$ cat src/rtl/rsw_pkg.sv
package rsw_pkg;
  typedef enum logic [0:0] {
    RSW_IDLE = 1'b0,
    RSW_WALK = 1'b1
  } rsw_state_e;

  // position `step` slots older than `pos` in a ring of `depth` slots
  function automatic int ring_back(int pos, int step, int depth);
    int r;
    r = (pos - step) % depth;
    if (r < 0) r = r + depth;
    return r;
  endfunction
endpackage

$ cat src/rtl/rsw_window.sv
module rsw_window #(
  parameter int DEPTH = 8,
  parameter int SEQW  = 16,
  parameter int WIDTH = 3,
  parameter int IDXW  = 3
) (
  input  logic [DEPTH*SEQW-1:0] row_seq,
  input  logic [IDXW-1:0]       ptr,
  input  logic [IDXW-1:0]       head,
  input  logic [SEQW-1:0]       bound,
  input  logic                  active,
  output logic [DEPTH-1:0]      hit_slots,
  output logic                  finish,
  output logic [IDXW-1:0]       ptr_next
);
  import rsw_pkg::*;

  // WIDTH tagging taps plus one lookahead tap
  localparam int TAPS = WIDTH + 1;

  logic [IDXW-1:0] tap_idx [TAPS];
  logic [TAPS-1:0] tap_gt;
  logic [TAPS-1:0] tap_head;
  logic            chain_live;

  genvar k;
  generate
    for (k = 0; k < TAPS; k++) begin : g_tap
      assign tap_idx[k]  = IDXW'(ring_back(int'(ptr), k, DEPTH));
      assign tap_gt[k]   = row_seq[int'(tap_idx[k])*SEQW +: SEQW] > bound;
      assign tap_head[k] = (tap_idx[k] == head);
    end
  endgenerate

  always_comb begin
    chain_live = active;
    hit_slots  = '0;
    finish     = 1'b0;
    ptr_next   = ptr;
    for (int i = 0; i < TAPS; i++) begin
      if (chain_live) begin
        if (!tap_gt[i]) begin
          finish     = 1'b1;
          chain_live = 1'b0;
        end else if (i < WIDTH) begin
          hit_slots[tap_idx[i]] = 1'b1;
          ptr_next = tap_idx[i+1];
          if (tap_head[i]) begin
            finish     = 1'b1;
            chain_live = 1'b0;
          end
        end
      end
    end
  end
endmodule

$ cat src/rtl/rsw_marks.sv
module rsw_marks #(
  parameter int NTHR  = 2,
  parameter int DEPTH = 8,
  parameter int WIDTH = 3,
  parameter int TIDW  = 1
) (
  input  logic                  clk,
  input  logic                  rst_n,
  input  logic                  set_en,
  input  logic [TIDW-1:0]       set_tid,
  input  logic [DEPTH-1:0]      set_slots,
  input  logic [NTHR*DEPTH-1:0] clr,
  output logic [NTHR*DEPTH-1:0] squashed,
  output logic [NTHR*DEPTH-1:0] can_commit
);
  genvar t;
  generate
    for (t = 0; t < NTHR; t++) begin : g_thr
      logic [DEPTH-1:0] set_row;
      assign set_row = (set_en && (int'(set_tid) == t)) ? set_slots : '0;
      always_ff @(posedge clk) begin
        if (!rst_n) begin
          squashed[t*DEPTH +: DEPTH]   <= '0;
          can_commit[t*DEPTH +: DEPTH] <= '0;
        end else begin
          squashed[t*DEPTH +: DEPTH] <=
            (squashed[t*DEPTH +: DEPTH] & ~clr[t*DEPTH +: DEPTH]) | set_row;
          can_commit[t*DEPTH +: DEPTH] <=
            (can_commit[t*DEPTH +: DEPTH] & ~clr[t*DEPTH +: DEPTH]) | set_row;
        end
      end
    end
  endgenerate

  p_batch_width_r5: assert property (@(posedge clk) disable iff (!rst_n)
    set_en |-> ($countones(set_slots) <= WIDTH));

  p_mark_pair_r6: assert property (@(posedge clk) disable iff (!rst_n)
    squashed == can_commit);
endmodule

$ cat src/rtl/rob_squash_walker.sv
module rob_squash_walker #(
  parameter int NTHR  = 2,
  parameter int DEPTH = 8,
  parameter int SEQW  = 16,
  parameter int WIDTH = 3,
  parameter int TIDW  = (NTHR > 1) ? $clog2(NTHR) : 1,
  parameter int IDXW  = (DEPTH > 1) ? $clog2(DEPTH) : 1,
  parameter int CNTW  = $clog2(DEPTH + 1)
) (
  input  logic                       clk,
  input  logic                       rst_n,
  input  logic                       sq_valid,
  output logic                       sq_ready,
  input  logic [TIDW-1:0]            sq_tid,
  input  logic [SEQW-1:0]            sq_bound,
  input  logic [NTHR*DEPTH*SEQW-1:0] q_seq,
  input  logic [NTHR*IDXW-1:0]       q_head,
  input  logic [NTHR*IDXW-1:0]       q_tail,
  input  logic [NTHR*CNTW-1:0]       q_count,
  input  logic [NTHR*DEPTH-1:0]      mark_clr,
  output logic [NTHR*DEPTH-1:0]      ent_squashed,
  output logic [NTHR*DEPTH-1:0]      ent_can_commit,
  output logic [NTHR-1:0]            thr_done,
  output logic [NTHR-1:0]            thr_insert_stall,
  output logic                       tail_upd,
  output logic [TIDW-1:0]            tail_upd_tid
);
  import rsw_pkg::*;

  localparam int ROWW = DEPTH * SEQW;

  rsw_state_e       state_q;
  logic [TIDW-1:0]  cur_tid;
  logic [IDXW-1:0]  cur_ptr;
  logic [SEQW-1:0]  bound_q;
  logic [NTHR-1:0]  done_q;
  logic             tail_upd_q;
  logic [TIDW-1:0]  tail_tid_q;

  logic             accept;
  logic             req_nonempty;
  logic [IDXW-1:0]  req_tail;
  logic [ROWW-1:0]  cur_row;
  logic [IDXW-1:0]  cur_head;
  logic [IDXW-1:0]  cur_tail;
  logic             walking;
  logic [DEPTH-1:0] win_hit;
  logic             win_finish;
  logic [IDXW-1:0]  win_ptr_next;

  assign walking      = (state_q == RSW_WALK);
  assign sq_ready     = !walking;
  assign accept       = sq_valid && sq_ready;
  assign req_nonempty = (q_count[int'(sq_tid)*CNTW +: CNTW] != '0);
  assign req_tail     = q_tail[int'(sq_tid)*IDXW +: IDXW];
  assign cur_row      = q_seq[int'(cur_tid)*ROWW +: ROWW];
  assign cur_head     = q_head[int'(cur_tid)*IDXW +: IDXW];
  assign cur_tail     = q_tail[int'(cur_tid)*IDXW +: IDXW];

  rsw_window #(.DEPTH(DEPTH), .SEQW(SEQW), .WIDTH(WIDTH), .IDXW(IDXW)) u_window (
    .row_seq  (cur_row),
    .ptr      (cur_ptr),
    .head     (cur_head),
    .bound    (bound_q),
    .active   (walking),
    .hit_slots(win_hit),
    .finish   (win_finish),
    .ptr_next (win_ptr_next)
  );

  rsw_marks #(.NTHR(NTHR), .DEPTH(DEPTH), .WIDTH(WIDTH), .TIDW(TIDW)) u_marks (
    .clk       (clk),
    .rst_n     (rst_n),
    .set_en    (walking),
    .set_tid   (cur_tid),
    .set_slots (win_hit),
    .clr       (mark_clr),
    .squashed  (ent_squashed),
    .can_commit(ent_can_commit)
  );

  always_ff @(posedge clk) begin
    if (!rst_n) begin
      state_q    <= RSW_IDLE;
      cur_tid    <= '0;
      cur_ptr    <= '0;
      bound_q    <= '0;
      done_q     <= '1;
      tail_upd_q <= 1'b0;
      tail_tid_q <= '0;
    end else begin
      tail_upd_q <= 1'b0;
      if (!walking) begin
        if (accept && req_nonempty) begin
          state_q         <= RSW_WALK;
          cur_tid         <= sq_tid;
          cur_ptr         <= req_tail;
          bound_q         <= sq_bound;
          done_q[sq_tid]  <= 1'b0;
        end
      end else begin
        cur_ptr <= win_ptr_next;
        if (win_hit[cur_tail]) begin
          tail_upd_q <= 1'b1;
          tail_tid_q <= cur_tid;
        end
        if (win_finish) begin
          done_q[cur_tid] <= 1'b1;
          state_q         <= RSW_IDLE;
        end
      end
    end
  end

  assign thr_done         = done_q;
  assign thr_insert_stall = ~done_q;
  assign tail_upd         = tail_upd_q;
  assign tail_upd_tid     = tail_tid_q;

  p_accept_walk_r4: assert property (@(posedge clk) disable iff (!rst_n)
    (accept && req_nonempty) |=> (!sq_ready && !thr_done[cur_tid]));

  p_empty_noop_r3: assert property (@(posedge clk) disable iff (!rst_n)
    (accept && !req_nonempty) |=> (sq_ready && $stable(thr_done)));

  p_busy_not_done_r2: assert property (@(posedge clk) disable iff (!rst_n)
    !sq_ready |-> !thr_done[cur_tid]);

  p_idle_done_stable_r12: assert property (@(posedge clk) disable iff (!rst_n)
    (sq_ready && !sq_valid) |=> $stable(thr_done));

  p_tail_pulse_once_r10: assert property (@(posedge clk) disable iff (!rst_n)
    tail_upd |=> !tail_upd);
endmodule

$ cat config.mk
export PLATFORM = sky130hd
export DESIGN_NAME = rob_squash_walker
export DESIGN_NICKNAME = d
export VERILOG_FILES = /design/src/rtl/rsw_pkg.sv /design/src/rtl/rsw_window.sv /design/src/rtl/rsw_marks.sv /design/src/rtl/rob_squash_walker.sv
export SDC_FILE = /design/constraint.sdc
export NUM_CORES = 1
export LEC_CHECK = 0
export BUFFER_PORTS_ARGS = -buffer_cell sky130_fd_sc_hd__buf_2
export CORE_MARGIN = 4
export CORE_UTILIZATION = 46
export CTS_BUF_LIST = sky130_fd_sc_hd__clkbuf_16
export DETAILED_ROUTE_END_ITERATION = 6
export GPL_TIMING_DRIVEN = 1
export PLACE_DENSITY = 0.79
export SYNTH_ARGS = -nofsm -noshare
export SYNTH_HDL_FRONTEND = slang
export SYNTH_SLANG_ARGS = --single-unit
$ cat constraint.sdc
create_clock -name clk -period 15.56 [get_ports clk]
set_input_delay 4.668 -clock clk [delete_from_list [all_inputs] [get_ports clk]]
set_output_delay 4.668 -clock clk [all_outputs]
set_load 0.01 [all_outputs]
## Yosys cells after proc, flatten, opt, wreduce, memory -nomap -nowiden

Index checks and enable logic that the tools add are counted.

- Logic and storage cells: 150
- Latch bits: 0
- Memories kept: 0
- Bits in writable memories: 0
- Memory bits (read-only): 0
- Input bits: 312
- Flip-flop bits (word level): 57
- Output and inout port bits: 39

- Divide/modulo/power cells: 0
- Eq/ne operators: 4
- Add/sub/neg operators: 7
- Multiply operators: 2
- Mux-type cells: 58
- $lt $le $gt $ge: 19
- Bitwise gates (word level): 21
- Shift-type cells: 9
- Reduce and logical (&&, ||, !) cells: 19

Operator list:

| operator | number |
|---|---|
| indexed part select 128 x 8 -> 16 bit | 4 |
| indexed part select 256 x 9 -> 128 bit | 1 |
| greater-than comparator 16 bit | 4 |
| two-way mux 8 bit | 8 |
| bitwise OR 8 bit | 6 |
| two-way mux 3 bit | 11 |
| AND 8 bit | 4 |
| indexed part select 6 x 32 -> 3 bit | 1 |
| two-way mux 1 bit | 30 |
| < comparator 3 x 4 -> 1 bit (second input constant) | 4 |
| NOT 8 bit | 2 |
| adder 3 x 1 -> 3 bit (second input constant) | 4 |
| < comparator 4 x 1 -> 1 bit (second input constant) | 3 |
| indexed part select 6 x 4 -> 3 bit | 2 |
| demux 1 bit (select 3 bit) | 3 |
| == test 3 bit | 3 |
| greater-or-equal comparator 3 x 1 -> 1 bit (second input constant) | 3 |
| logical AND 1 bit | 9 |
| OR reduction 3 bit | 3 |
| AND reduction 2 bit | 4 |
| indexed part select 8 x 4 -> 4 bit | 1 |
| subtractor 3 x 2 -> 4 bit (second input constant) | 2 |
| multiplier 1 x 2 -> 3 bit (second input constant) | 2 |
| two-way mux 2 bit | 3 |
| 15 further kinds | 22 |

## Logic depth before layout (Yosys ltp)

- Depth after elaboration: 18
- Gate-level depth with buffers: 19
- Depth with buffers taken out: 14

## Cells and area by module

A second synthesis with hierarchy kept.

- Cell total of the unflattened synthesis: 848
- Area total of the unflattened synthesis: 8939.8 um2

By module, submodules not included:

| module | sequential area each (um2) | cells an instance | area an instance (um2) | times used |
|---|---|---|---|---|
| rsw_window | 0.0 | 455 | 4978.5 | 1 |
| rob_squash_walker | 500.5 | 273 | 2747.6 | 1 |
| rsw_marks | 640.6 | 120 | 1213.7 | 1 |

## Least setup slack after synthesis

Ideal clock, no wire load.

- Path kind: input -> register
- Start: input q_seq[206]
- End: register tail_tid_q, in the netlist tail_upd_tid
- Buffers on the path: 1
- Path slack: 7534 ps
- Required time: 15488 ps
- Setup time: 72 ps
- Data arrival time: 7954 ps
- Stages: 13
- Path through: mux4_2 -> mux4_2 -> ha_1 -> a21oi_1 -> nand2_1 -> a221o_1 -> o31a_1 -> buf_2 -> and2_4 -> a21o_1 -> o2111a_1 -> nor4b_2 -> mux2i_1

- Longest elaborated chain between the ends: 14
- Elaborated cells on any way between the ends: 22
- Those cells by class: order compare: 3; shift: 4; mux: 12; bitwise: 2; reduce/logical: 1

Ends and longest elaborated chain:

| element | RTL line | RTL |
|---|---|---|
| from (decl) | rob_squash_walker.sv:16 | `input logic [NTHR*DEPTH*SEQW-1:0] q_seq,` |
| indexed part select 256 x 9 -> 128 bit * | rob_squash_walker.sv:56 | `assign cur_row = q_seq[int'(cur_tid)*ROWW +: ROWW];` |
| indexed part select 128 x 8 -> 16 bit | rsw_window.sv:30 | `assign tap_gt[k] = row_seq[int'(tap_idx[k])*SEQW +: SEQW] > bound;` |
| greater-than comparator 16 bit | rsw_window.sv:30 |  |
| two-way mux 8 bit | rsw_window.sv:42 | `if (!tap_gt[i]) begin` |
| two-way mux 8 bit | rsw_window.sv:41 | `if (chain_live) begin` |
| bitwise OR 8 bit (no line) | -- |  |
| two-way mux 8 bit | rsw_window.sv:42 |  |
| two-way mux 8 bit | rsw_window.sv:41 |  |
| bitwise OR 8 bit (no line) | -- |  |
| two-way mux 8 bit | rsw_window.sv:42 |  |
| two-way mux 8 bit * | rsw_window.sv:41 |  |
| binary-select mux 1 bit (select 3 bit) * | rob_squash_walker.sv:103 | `if (win_hit[cur_tail]) begin` |
| two-way mux 1 bit (not written as such) * | rob_squash_walker.sv:103 |  |
| AND reduction 2 bit (no line) * | -- |  |
| to (signal assigned) | rob_squash_walker.sv:105 | `tail_tid_q <= cur_tid;` |
| to (decl) | rob_squash_walker.sv:38 | `logic [TIDW-1:0] tail_tid_q;` |

Every way passes the cells marked *; elsewhere a longest branch is shown, timed or not. The select of a mux whose other input is x is not followed.
A chain may end at the register's enable or synchronous reset.

## Worst setup path in the final report

- Start: input q_seq[186]
- End: register tail_tid_q, in the netlist tail_upd_tid

The elaborated chain is that of the path after synthesis.

==> reports/results.tsv <==
stage	metric	value	unit
synthesis	Mapped Nets	1143	
route	post-DR wirelength/cell	23.7	um
timing	Fmax achieved	0.117	GHz
critical_path	type of origin of the critical path	primary input	
synthesis	sequential cell area fraction in the yosys report	13.1	%
power_and_ir_drop	Overall Power	1.13	mW
route	count of nets left with antenna violations after detail routing	0	
synthesis	post-synthesis instance area	8680	um^2
global_route	number of global-route vias before repair	8706	
synthesis	number of synthesized flops with an enable pin	0	
synthesis	number of library cell types mapped by synthesis	52	
clock_tree	number of H-tree branching levels	3	
global_route	largest net degree at the start of global routing	87	
timing	setup repair after global routing missed its margin	no	
placement	dpl cell area	10600	um^2
critical_path	maximum fanout count along the critical path	10	
power_and_ir_drop	maximum ir drop on the vdd rail	0.0583	mV
synthesis	Mean Syn Cell Area	11.4	um^2
route	overall via count from detail_route	8677	
clock_tree	clock net sink count	57	
global_route	global-route wire length before repair	48100	um
clock_tree	post-CTS clock slew at the launch and capture registers of the worst setup and hold paths	0.05	ns
synthesis	count of mapped cells out of synthesis	761	
timing	final-report setup violation count	0	
route	Pre-antenna DRT Iters	5	
synthesis	total number of yosys warnings	0	
clock_tree	clock buffer depth	2	
clock_tree	Root Buffer Master	clkbuf_16	
global_route	global-route total usage across every layer	28.7	%
critical_path	type of destination of the critical path	flip-flop	
run_status	outcome	finished clean	
clock_tree	CTS Hold Bufs	0	
critical_path	critical path class	in2reg	
critical_path	CP required	15.75	ns
placement	final estimated routing congestion in global placement	0.941	
clock_tree	total clock buffers created by CTS	9	
route	Detailed Route Iter0 Violations	631	
clock_tree	post-CTS setup buffer count	0	
die	die width	145	um
power_and_ir_drop	total power per unit cell area	105	nW/um^2
synthesis	asr flop ratio synth	0	%
job	MaxCap Viol Count	0	
die	die outline height	145	um
timing	Slew Viols, Final	0	
synthesis	most frequently used flop master after synthesis	dfxtp_1	
route	final wirelength	31200	um
final_layout	Register Area	1150	um^2
final_layout	Layout area overhead	25.0	%
clock_tree	TritonCTS clock tree	done	
die	die footprint	21100	um^2
power_and_ir_drop	leakage power	4.40	nW
route	number of DRC violations after detailed routing	0	
placement	count of port buffers added during placement	350	
global_route	antenna violations before repair	14	
final_layout	Finished Cell Area	10800	um^2
timing	slew at the pin closest to its max-slew limit	1.09	ns
timing	period utilization	55.0	%
clock_tree	clock latency on the worst-skew pair	0.32	ns
final_layout	number of nets in the finished design	1454	
clock_tree	number of gates resized after CTS	0	
timing	final setup skew	0.00784	ns
timing	time the worst path needs with I/O delays and setup	8.56	ns
final_layout	fraction of final layout cells sized beyond drive strength 1	52.7	%
die	effective utilization at floorplan	47.5	%
timing	relative max-transition margin	27.5	%
critical_path	critical path data arrival time	8.75	ns
die	cell row count	49	
synthesis	total of flip-flops plus latches after synthesis	57	
hold_path	worst hold path class	reg2reg	
die	standard cell core area	18300	um^2
timing	Sum Neg Setup Slack	0	ns
final_layout	final-layout fill cell count	1509	
die	Boundary Pins	351	
placement	detailed placer's ending HPWL	25800	um
final_layout	multi-input logic area	7210	um^2
global_route	Overflow after GRT	0	
timing	count of endpoints failing hold in the final timing report	0	
route	average via count per standard cell	6.59	
## layout by cell type, fill, tap and decap left out, types with 4 or more instances in the layout
master,count
diode_2,12
o21ai_0,19
buf_2,350
mux4_1,4
buf_4,8
nand2_1,67
inv_1,27
ha_1,69
mux2i_1,15
nor2b_1,27
or3_1,6
nand2b_1,7
a31oi_1,5
mux4_2,180
nand3_1,13
dfxtp_1,55
o211ai_1,6
nand4_1,15
clkbuf_16,9
xnor2_1,6
mux2_2,6
nor2_1,37
clkinv_1,4
a21oi_1,56
nor4_1,4
o21a_1,26
a21o_1,9
a211oi_1,9
## sequential cells by signal, indices dropped and copies added (netlist names)
register,cells
thr_done,2
tail_upd_tid,1
u_marks.can_commit,16
u_marks.squashed,16
bound_q,16
cur_tid,1
state_q,1
cur_ptr,3
tail_upd,1
## where the power goes
group	total, mW	leakage (nW)	switching [mW]	internal (mW)
Combinational	0.801	3.80	0.401	0.400
Clock	0.161	0.129	0.0585	0.103
Sequential	0.173	0.464	0.0195	0.153
Total	1.13	4.40	0.479	0.656
## metal layers
layer	global-route usage (%)	share of wire [%]
met3	7.01	11
met1	36.1	37
met2	48.4	49
met4	10.7	3.6
met5	0	0.10
## final cells by class
cell class                      count  share of cell area (%)
Multi-Input combinational cell    617                    66.5
Timing Repair Buffer              358                    16.7
Sequential cell                    57                    10.6
Tap cell                          229                    2.64
Clock buffer                        9                    2.08
Inverter                           29                    1.00
Antenna cell                       12                   0.277
Clock inverter                      5                   0.185
## synth_stat cells, types with 4 or more instances
library cell	count	area, um^2
a21oi_1	56	280
nor2b_1	27	169
a31oi_1	5	31.3
nor2_1	37	139
o21ai_0	19	95.1
nand4_1	15	93.8
nor4_1	4	25.0
xnor2_1	7	61.3
a211oi_1	9	67.6
ha_1	70	876
buf_1	18	67.6
mux4_2	180	4050
mux2i_1	15	150
inv_1	25	93.8
nand3_1	13	65.1
mux2_2	6	67.6
dfxtp_1	57	1140
clkbuf_1	37	139
nand2_1	67	251
nand2b_1	7	43.8
mux4_1	4	105
or3_1	6	37.5
o21a_1	26	195
a21o_1	9	67.6
o211ai_1	6	45.0
## final timing paths
kind,from,end,slack (ns),depth (start not counted)
worst min register to register,bound_q[11],bound_q[11],0.46,2
worst max register to register,cur_tid,tail_upd_tid,9.57,13
worst max-delay path,q_seq[186],tail_upd_tid,7.00,13
worst min-delay path,bound_q[11],bound_q[11],0.46,2
## through the flow
step | hold slack, ns | cells | setup WS (ns) | util, %
after detailed placement | 0.450 | 1290 | 6.80 | 57.9
final | 0.457 | 1316 | 7.00 | 59.4
after global routing | 0.486 | 1315 | 6.82 | 59.3
after global placement | 0.445 | 1290 | 6.84 | 57.9
after CTS | 0.457 | 1304 | 7.10 | 59.2
after floorplan | 0.436 | 761 | 7.53 | -
## cell families after synthesis
group                    after synthesis  share of synthesized area, %
multiplexers                         205                          50.4
AND/OR/NAND/NOR                      182                          10.1
XOR/XNOR                              10                          1.23
flip-flops                            57                          13.1
buffers and inverters                 87                          3.84
AO/OA/AOI/OAI                        150                          11.2
adder cells (fa/ha/maj)               70                          10.1
## worst max-delay path: stages
cell	delay, ns
buf_2	0.11
mux4_2	0.50
mux4_2	0.54
ha_1	0.32
nand4_1	0.19
or3_1	0.41
a21o_1	0.17
a31oi_1	0.62
nand2_1	0.20
a311oi_1	0.58
o2bb2ai_1	0.22
nor4b_2	0.09
mux2i_1	0.12
No activity file was read; power rests on OpenSTA's default activity.
